===== src/rtl/twc_pkg.sv =====
package twc_pkg;
    localparam int REGA_W = 7;
    localparam int DATA_W = 9;

    typedef enum logic [2:0] {
        ST_IDLE,
        ST_DEVADR,
        ST_DEVACK,
        ST_REGHI,
        ST_HIACK,
        ST_REGLO,
        ST_LOACK,
        ST_DONE
    } twc_state_e;
endpackage


===== src/rtl/twc_line_sync.sv =====
module twc_line_sync #(
    parameter int SYNC_STAGES = 2
) (
    input  logic clk,
    input  logic rst_n,
    input  logic scl_in,
    input  logic sda_in,
    output logic scl_lvl,
    output logic scl_rise,
    output logic scl_fall,
    output logic sda_lvl,
    output logic start_det,
    output logic stop_det
);
    localparam int PIPE_W = SYNC_STAGES + 1;

    logic [PIPE_W-1:0] scl_pipe;
    logic [PIPE_W-1:0] sda_pipe;
    logic scl_prev;
    logic sda_prev;

    always_ff @(posedge clk or negedge rst_n) begin
        if (!rst_n) begin
            scl_pipe <= '1;
            sda_pipe <= '1;
        end else begin
            scl_pipe <= {scl_pipe[PIPE_W-2:0], scl_in};
            sda_pipe <= {sda_pipe[PIPE_W-2:0], sda_in};
        end
    end

    assign scl_lvl  = scl_pipe[SYNC_STAGES-1];
    assign sda_lvl  = sda_pipe[SYNC_STAGES-1];
    assign scl_prev = scl_pipe[SYNC_STAGES];
    assign sda_prev = sda_pipe[SYNC_STAGES];

    assign scl_rise  = scl_lvl & ~scl_prev;
    assign scl_fall  = ~scl_lvl & scl_prev;
    assign start_det = scl_lvl & scl_prev & sda_prev & ~sda_lvl;
    assign stop_det  = scl_lvl & scl_prev & ~sda_prev & sda_lvl;
endmodule


===== src/rtl/twc_frame_fsm.sv =====
module twc_frame_fsm
    import twc_pkg::*;
#(
    parameter logic [REGA_W-1:0] DEV_ADDR = 7'b0011010
) (
    input  logic              clk,
    input  logic              rst_n,
    input  logic              scl_lvl,
    input  logic              scl_rise,
    input  logic              scl_fall,
    input  logic              sda_lvl,
    input  logic              start_det,
    input  logic              stop_det,
    output logic              sda_pull,
    output logic              wr_strobe,
    output logic [REGA_W-1:0] wr_addr,
    output logic [DATA_W-1:0] wr_data
);
    twc_state_e state, nxt;
    logic [7:0] shreg;
    logic [7:0] hi_q;
    logic [2:0] bitcnt;
    logic       byte_full;
    logic       shifting;

    assign shifting = (state == ST_DEVADR) || (state == ST_REGHI) || (state == ST_REGLO);

    always_comb begin
        nxt = state;
        if (start_det) begin
            nxt = ST_DEVADR;
        end else if (stop_det) begin
            nxt = ST_IDLE;
        end else begin
            unique case (state)
                ST_IDLE:   nxt = ST_IDLE;
                ST_DEVADR: if (scl_fall && byte_full)
                               nxt = (shreg == {DEV_ADDR, 1'b0}) ? ST_DEVACK : ST_IDLE;
                ST_DEVACK: if (scl_fall) nxt = ST_REGHI;
                ST_REGHI:  if (scl_fall && byte_full) nxt = ST_HIACK;
                ST_HIACK:  if (scl_fall) nxt = ST_REGLO;
                ST_REGLO:  if (scl_fall && byte_full) nxt = ST_LOACK;
                ST_LOACK:  if (scl_fall) nxt = ST_DONE;
                ST_DONE:   nxt = ST_DONE;
                default:   nxt = ST_IDLE;
            endcase
        end
    end

    // state register and bit datapath
    always_ff @(posedge clk or negedge rst_n) begin
        if (!rst_n) begin
            state     <= ST_IDLE;
            shreg     <= '0;
            hi_q      <= '0;
            bitcnt    <= '0;
            byte_full <= 1'b0;
        end else begin
            state <= nxt;
            if (start_det) begin
                bitcnt    <= '0;
                byte_full <= 1'b0;
            end else if (shifting && scl_rise) begin
                shreg     <= {shreg[6:0], sda_lvl};
                bitcnt    <= bitcnt + 3'd1;
                byte_full <= (bitcnt == 3'd7);
            end else if (scl_fall) begin
                byte_full <= 1'b0;
            end
            if (state == ST_REGHI && nxt == ST_HIACK)
                hi_q <= shreg;
        end
    end

    // outputs
    always_ff @(posedge clk or negedge rst_n) begin
        if (!rst_n) begin
            wr_strobe <= 1'b0;
            wr_addr   <= '0;
            wr_data   <= '0;
        end else begin
            wr_strobe <= (state == ST_REGLO) && (nxt == ST_LOACK);
            if ((state == ST_REGLO) && (nxt == ST_LOACK)) begin
                wr_addr <= hi_q[7:1];
                wr_data <= {hi_q[0], shreg};
            end
        end
    end

    assign sda_pull = (state == ST_DEVACK) || (state == ST_HIACK) || (state == ST_LOACK);

    assert_pull_scl_low_R9: assert property (@(posedge clk) disable iff (!rst_n)
        (sda_pull != $past(sda_pull)) |-> !scl_lvl);
    assert_ack_on_match_R3: assert property (@(posedge clk) disable iff (!rst_n)
        ($rose(sda_pull) && $past(state == ST_DEVADR)) |-> ($past(shreg) == {DEV_ADDR, 1'b0}));
    assert_strobe_pulse_R6: assert property (@(posedge clk) disable iff (!rst_n)
        wr_strobe |=> !wr_strobe);
    assert_strobe_in_ack_R6: assert property (@(posedge clk) disable iff (!rst_n)
        wr_strobe |-> sda_pull);
endmodule


===== src/rtl/twc_reg_bank.sv =====
module twc_reg_bank
    import twc_pkg::*;
#(
    parameter int                         NUM_REGS     = 8,
    parameter logic [NUM_REGS*DATA_W-1:0] REG_DEFAULTS = '0
) (
    input  logic                         clk,
    input  logic                         rst_n,
    input  logic                         wr_strobe,
    input  logic [REGA_W-1:0]            wr_addr,
    input  logic [DATA_W-1:0]            wr_data,
    output logic [NUM_REGS*DATA_W-1:0]   bank_flat
);
    logic soft_rst;
    assign soft_rst = wr_strobe && (wr_addr == '0);

    for (genvar i = 0; i < NUM_REGS; i++) begin : g_reg
        logic [DATA_W-1:0] value;
        always_ff @(posedge clk or negedge rst_n) begin
            if (!rst_n)
                value <= REG_DEFAULTS[i*DATA_W +: DATA_W];
            else if (soft_rst)
                value <= REG_DEFAULTS[i*DATA_W +: DATA_W];
            else if (wr_strobe && wr_addr == REGA_W'(i))
                value <= wr_data;
        end
        assign bank_flat[i*DATA_W +: DATA_W] = value;
    end

    assert_soft_reset_R7: assert property (@(posedge clk) disable iff (!rst_n)
        (wr_strobe && wr_addr == '0) |=> (bank_flat == REG_DEFAULTS));
    assert_bank_hold_R6: assert property (@(posedge clk) disable iff (!rst_n)
        !wr_strobe |=> $stable(bank_flat));
endmodule


===== src/rtl/twc_cfg_slave.sv =====
module twc_cfg_slave
    import twc_pkg::*;
#(
    parameter logic [REGA_W-1:0]          DEV_ADDR     = 7'b0011010,
    parameter int                         NUM_REGS     = 8,
    parameter int                         SYNC_STAGES  = 2,
    parameter logic [NUM_REGS*DATA_W-1:0] REG_DEFAULTS =
        {9'h07E, 9'h100, 9'h050, 9'h1FF, 9'h001, 9'h13C, 9'h0A5, 9'h000}
) (
    input  logic                       clk,
    input  logic                       rst_n,
    input  logic                       scl_in,
    input  logic                       sda_in,
    output logic                       sda_pull_low,
    output logic                       wr_strobe,
    output logic [REGA_W-1:0]          wr_addr,
    output logic [DATA_W-1:0]          wr_data,
    output logic [NUM_REGS*DATA_W-1:0] reg_bank
);
    logic scl_lvl, scl_rise, scl_fall, sda_lvl, start_det, stop_det;

    twc_line_sync #(.SYNC_STAGES(SYNC_STAGES)) u_sync (
        .clk(clk), .rst_n(rst_n), .scl_in(scl_in), .sda_in(sda_in),
        .scl_lvl(scl_lvl), .scl_rise(scl_rise), .scl_fall(scl_fall),
        .sda_lvl(sda_lvl), .start_det(start_det), .stop_det(stop_det)
    );

    twc_frame_fsm #(.DEV_ADDR(DEV_ADDR)) u_fsm (
        .clk(clk), .rst_n(rst_n), .scl_lvl(scl_lvl), .scl_rise(scl_rise),
        .scl_fall(scl_fall), .sda_lvl(sda_lvl), .start_det(start_det),
        .stop_det(stop_det), .sda_pull(sda_pull_low), .wr_strobe(wr_strobe),
        .wr_addr(wr_addr), .wr_data(wr_data)
    );

    twc_reg_bank #(.NUM_REGS(NUM_REGS), .REG_DEFAULTS(REG_DEFAULTS)) u_bank (
        .clk(clk), .rst_n(rst_n), .wr_strobe(wr_strobe), .wr_addr(wr_addr),
        .wr_data(wr_data), .bank_flat(reg_bank)
    );
endmodule


===== config.mk =====
export PLATFORM = sky130hd
export DESIGN_NAME = twc_cfg_slave
export DESIGN_NICKNAME = d
export VERILOG_FILES = /design/src/rtl/twc_pkg.sv /design/src/rtl/twc_line_sync.sv /design/src/rtl/twc_frame_fsm.sv /design/src/rtl/twc_reg_bank.sv /design/src/rtl/twc_cfg_slave.sv
export SDC_FILE = /design/constraint.sdc
export NUM_CORES = 1
export LEC_CHECK = 0
export ABC_AREA = 1
export CORE_UTILIZATION = 52
export CTS_CLUSTER_DIAMETER = 80
export DETAILED_ROUTE_END_ITERATION = 8
export GPL_ROUTABILITY_DRIVEN = 0
export PLACE_DENSITY = 0.77
export RECOVER_POWER = 25
export SLEW_MARGIN = 30
export SYNTH_ARGS = -nofsm -noshare
export SYNTH_HDL_FRONTEND = slang
export SYNTH_HIERARCHICAL = 1
export SYNTH_SLANG_ARGS = --single-unit

===== constraint.sdc =====
create_clock -name clk -period 1.7 [get_ports clk]
set_input_delay 0.17 -clock clk [delete_from_list [all_inputs] [get_ports clk]]
set_output_delay 0.17 -clock clk [all_outputs]
set_load 0.01 [all_outputs]

==> flow_summary.yaml <==
routing:
  wl_per_cell_um: 15.4
  ant_nets: 0
  drc: 0
  routed_wl_um: 11500
  drt_iter0_markers: 318
  viasPerCell: 5.42
  routed-via-count: 4040
  drtPass1Iterations: 5
sta:
  clock.fmax_mhz: 615
  min_period_over_period_pct: 95.6
  skew_ps: 12.3
  finalSetupViolCount: 0
  worstMarginPinSlew_ps: 950
  finalSetupTns_ps: 0
  rsz0062_at_grt: "false"
  drv_slew: 0
  fin_crit_ps: 1620
  relSlewSlack_pct: 36.7
  finalHoldViolations: 0
  fin_hold_ws_ps: 338
floorplan:
  start_util_pct: 54.6
  placementRows: 34
  fp.dieArea_sq_um: 9730
  ios: 94
  core_area_sq_um: 8890
  die_w_um: 98.6
  fp.dieH_um: 98.6
clock_tree:
  cts_buffer_depth: 2
  path_clk_slew_ps: 90
  cts_root_buf: "clkbuf_8"
  cts_made_buffers: 9
  clock_sinks: 109
  htree_levels: 3
  clkLatencyLatePin_ps: 370
  cts_tree: "yes"
cells_and_area:
  final_nets: 638
  syn_to_final_growth_pct: 25.3
  antenna_cells: 0
  nFillCells: 703
  fin_cells: 745
  post-route-util_pct: 68.5
  drive_above_1_share_pct: 16.8
critical_path:
  r2r-end: "u_fsm/wr_data[8]$_DFFE_PN0P_"
  cpLargestDelayFamily: "buffers and inverters"
  r2r_cells: 9
  crit_path_top_delay_cell: "clkdlybuf4s50_1"
  ff2ff_setup_slack_ps: 90
  worstSetupEndpointType: "output port"
  crit_fanout: 7
  setup.worst_path.start_class: "flip-flop"
  crit_type: "reg -> out"
  worst-path-buf-inv: 1
  crit_chain: "clkdlybuf4s50_1"
  worstPathRequired_ps: 1530
  worstReg2RegStart: "u_sync/scl_pipe[2]$_DFF_PN1_"
  critical_path_arrival_ps: 1450
  critPathMaxStageDelay_ps: 580
min_path:
  worstHoldStart: "scl_in"
  hold_class: "in -> reg"
  hold_depth: 1
  holdPathEnd: "u_sync/scl_pipe[0]$_DFF_PN1_"
global_route:
  antenna_found_initial: 0
  grtUsageTotal_pct: 24.8
  overflow: 0
  grt_max_degree: 110
  grt_pass1_vias: 3725
  grt_pass1_wl_um: 18700
yosys:
  synthesis.area_sq_um: 4860
  synth_cells: 535
  ys_seq_area_share_pct: 57.0
  ys_ff_latch: 109
  syn_avg_cell_area_sq_um: 9.08
  yosys_warnings: 6
  synth_edf_count: 0
  async_reset_ff_share_pct: 100
  synth_cell_types: 29
  synth_top_flop_cell: "dfrtp_1"
status:
  status: "completed"
place:
  hpwl_um: 8000
  port_buffers: 84
  dp_cells: 726
power_and_ir_drop:
  p_per_area_nw_per_um2: 748
  power_w: 0.00455
  irDropWorstVdd_uv: 577
  leakage_nw: 2.99
flow_run:
  drv_cap: 0
-- power breakdown --
part           leakage [nW]  switching, W  internal, W
sequential             1.39      0.000111      0.00271
clock                0.0857      0.000834     0.000613
combinational          1.52      0.000189    0.0000963
total                  2.99       0.00113      0.00342
-- worst max-delay path by stage --
stage | end | from | slack (ps) | cells past startpoint
floorplan | u_fsm/wr_data[7]$_DFFE_PN0P_ | u_sync/sda_pipe[1]$_DFF_PN1_ | 120 | 10
global placement | u_fsm/wr_data[7]$_DFFE_PN0P_ | u_sync/scl_pipe[2]$_DFF_PN1_ | 130 | 8
detailed placement | u_fsm/wr_addr[3]$_DFFE_PN0P_ | u_sync/scl_pipe[2]$_DFF_PN1_ | 50 | 8
CTS | u_fsm/wr_addr[3]$_DFFE_PN0P_ | u_sync/scl_pipe[2]$_DFF_PN1_ | 30 | 8
global route | u_fsm/wr_addr[3]$_DFFE_PN0P_ | u_sync/scl_pipe[2]$_DFF_PN1_ | 7 | 9
finish | wr_addr[1] | u_fsm/wr_addr[1]$_DFFE_PN0P_ | 80 | 1
-- Yosys cell counts, types with 3 or more instances --
library cell,number,area [sq um]
dfrtp_1,75,1880
clkbuf_1,5,18.8
nor2_4,3,33.8
o211ai_1,10,75.1
o21ai_0,18,90.1
nand4_1,34,213
nand3_1,48,240
buf_6,3,33.8
nand2_2,7,43.8
inv_1,34,128
dfstp_2,34,893
buf_2,10,50.1
inv_2,4,15.0
buf_4,14,105
nand2_1,199,747
nor2_1,16,60.1
-- registers in the layout (all words and copies together), names as in the netlist --
register,flops
u_sync/sda_pipe,3
u_bank/g.value,63
u_fsm/wr_data,9
u_fsm/wr_addr,7
u_fsm/shreg,8
u_fsm/hi_q,8
u_fsm/state,3
u_fsm/byte_full,1
u_sync/scl_pipe,3
u_fsm/wr_strobe,1
u_fsm/bitcnt,3
-- area by class of cell --
class	count	area (sq um)	area share, %
Tap cell	108	135	2.22
Timing Repair Buffer	109	1070	17.6
Multi-Input combinational cell	363	1770	29.1
Sequential cell	109	2770	45.6
Inverter	40	155	2.55
Clock buffer	13	159	2.61
Clock inverter	3	20.0	0.329
-- cell usage in the layout (no fill, tap or decap), drive strengths merged --
master and instances:
nand3 52, dlygate4sd2 1, o211ai 10, a22o 2, dfstp 34, nor2 23
conb 9, buf 24, inv 40, clkinvlp 2, nand4 34, o21ai 18
dlygate4sd3 3, ha 2, clkinv 1, clkbuf 14, dfrtp 75, nor3 2
o221ai 1, nand3b 1, clkdlybuf4s50 80, nand2 207, o2111ai 2
-- metrics by stage --
stage / cell area (sq um) / setup slack, ps
2_1_floorplan: 4890 / 120
3_3_place_gp: 5860 / 130
3_5_place_dp: 5860 / 52.2
4_1_cts: 6060 / 34.5
5_1_grt: 6090 / 6.75
6_report: 6090 / 75.2
-- cells by family after synthesis --
family	after synthesis	share of synthesized area, %
AND/OR/NAND/NOR	318	30.6
flip-flops	109	57.0
buffers and inverters	72	7.47
AO/OA/AOI/OAI	33	4.30
adder cells (fa/ha/maj)	2	0.515
other	1	0.0772
-- metal layers --
metal / part of all wire, % / global-route usage [%] / up-vias
met5: 0 / 0 / -
li1: - / - / 1924
met3: 6.4 / 4.04 / 12
met2: 50 / 41.0 / 173
met4: 0.90 / 6.66 / 0
met1: 42 / 34.4 / 1931
-- what timing repair did --
action,in CTS,in global routing
buffers inserted,0,1
setup endpoints to repair,3,23
hold buffers,1,0
hold endpoints to repair,75,0
pin swaps,0,3
gates cloned,0,1
gates resized for setup,5,7
Power figures use the tool's default switching activity.
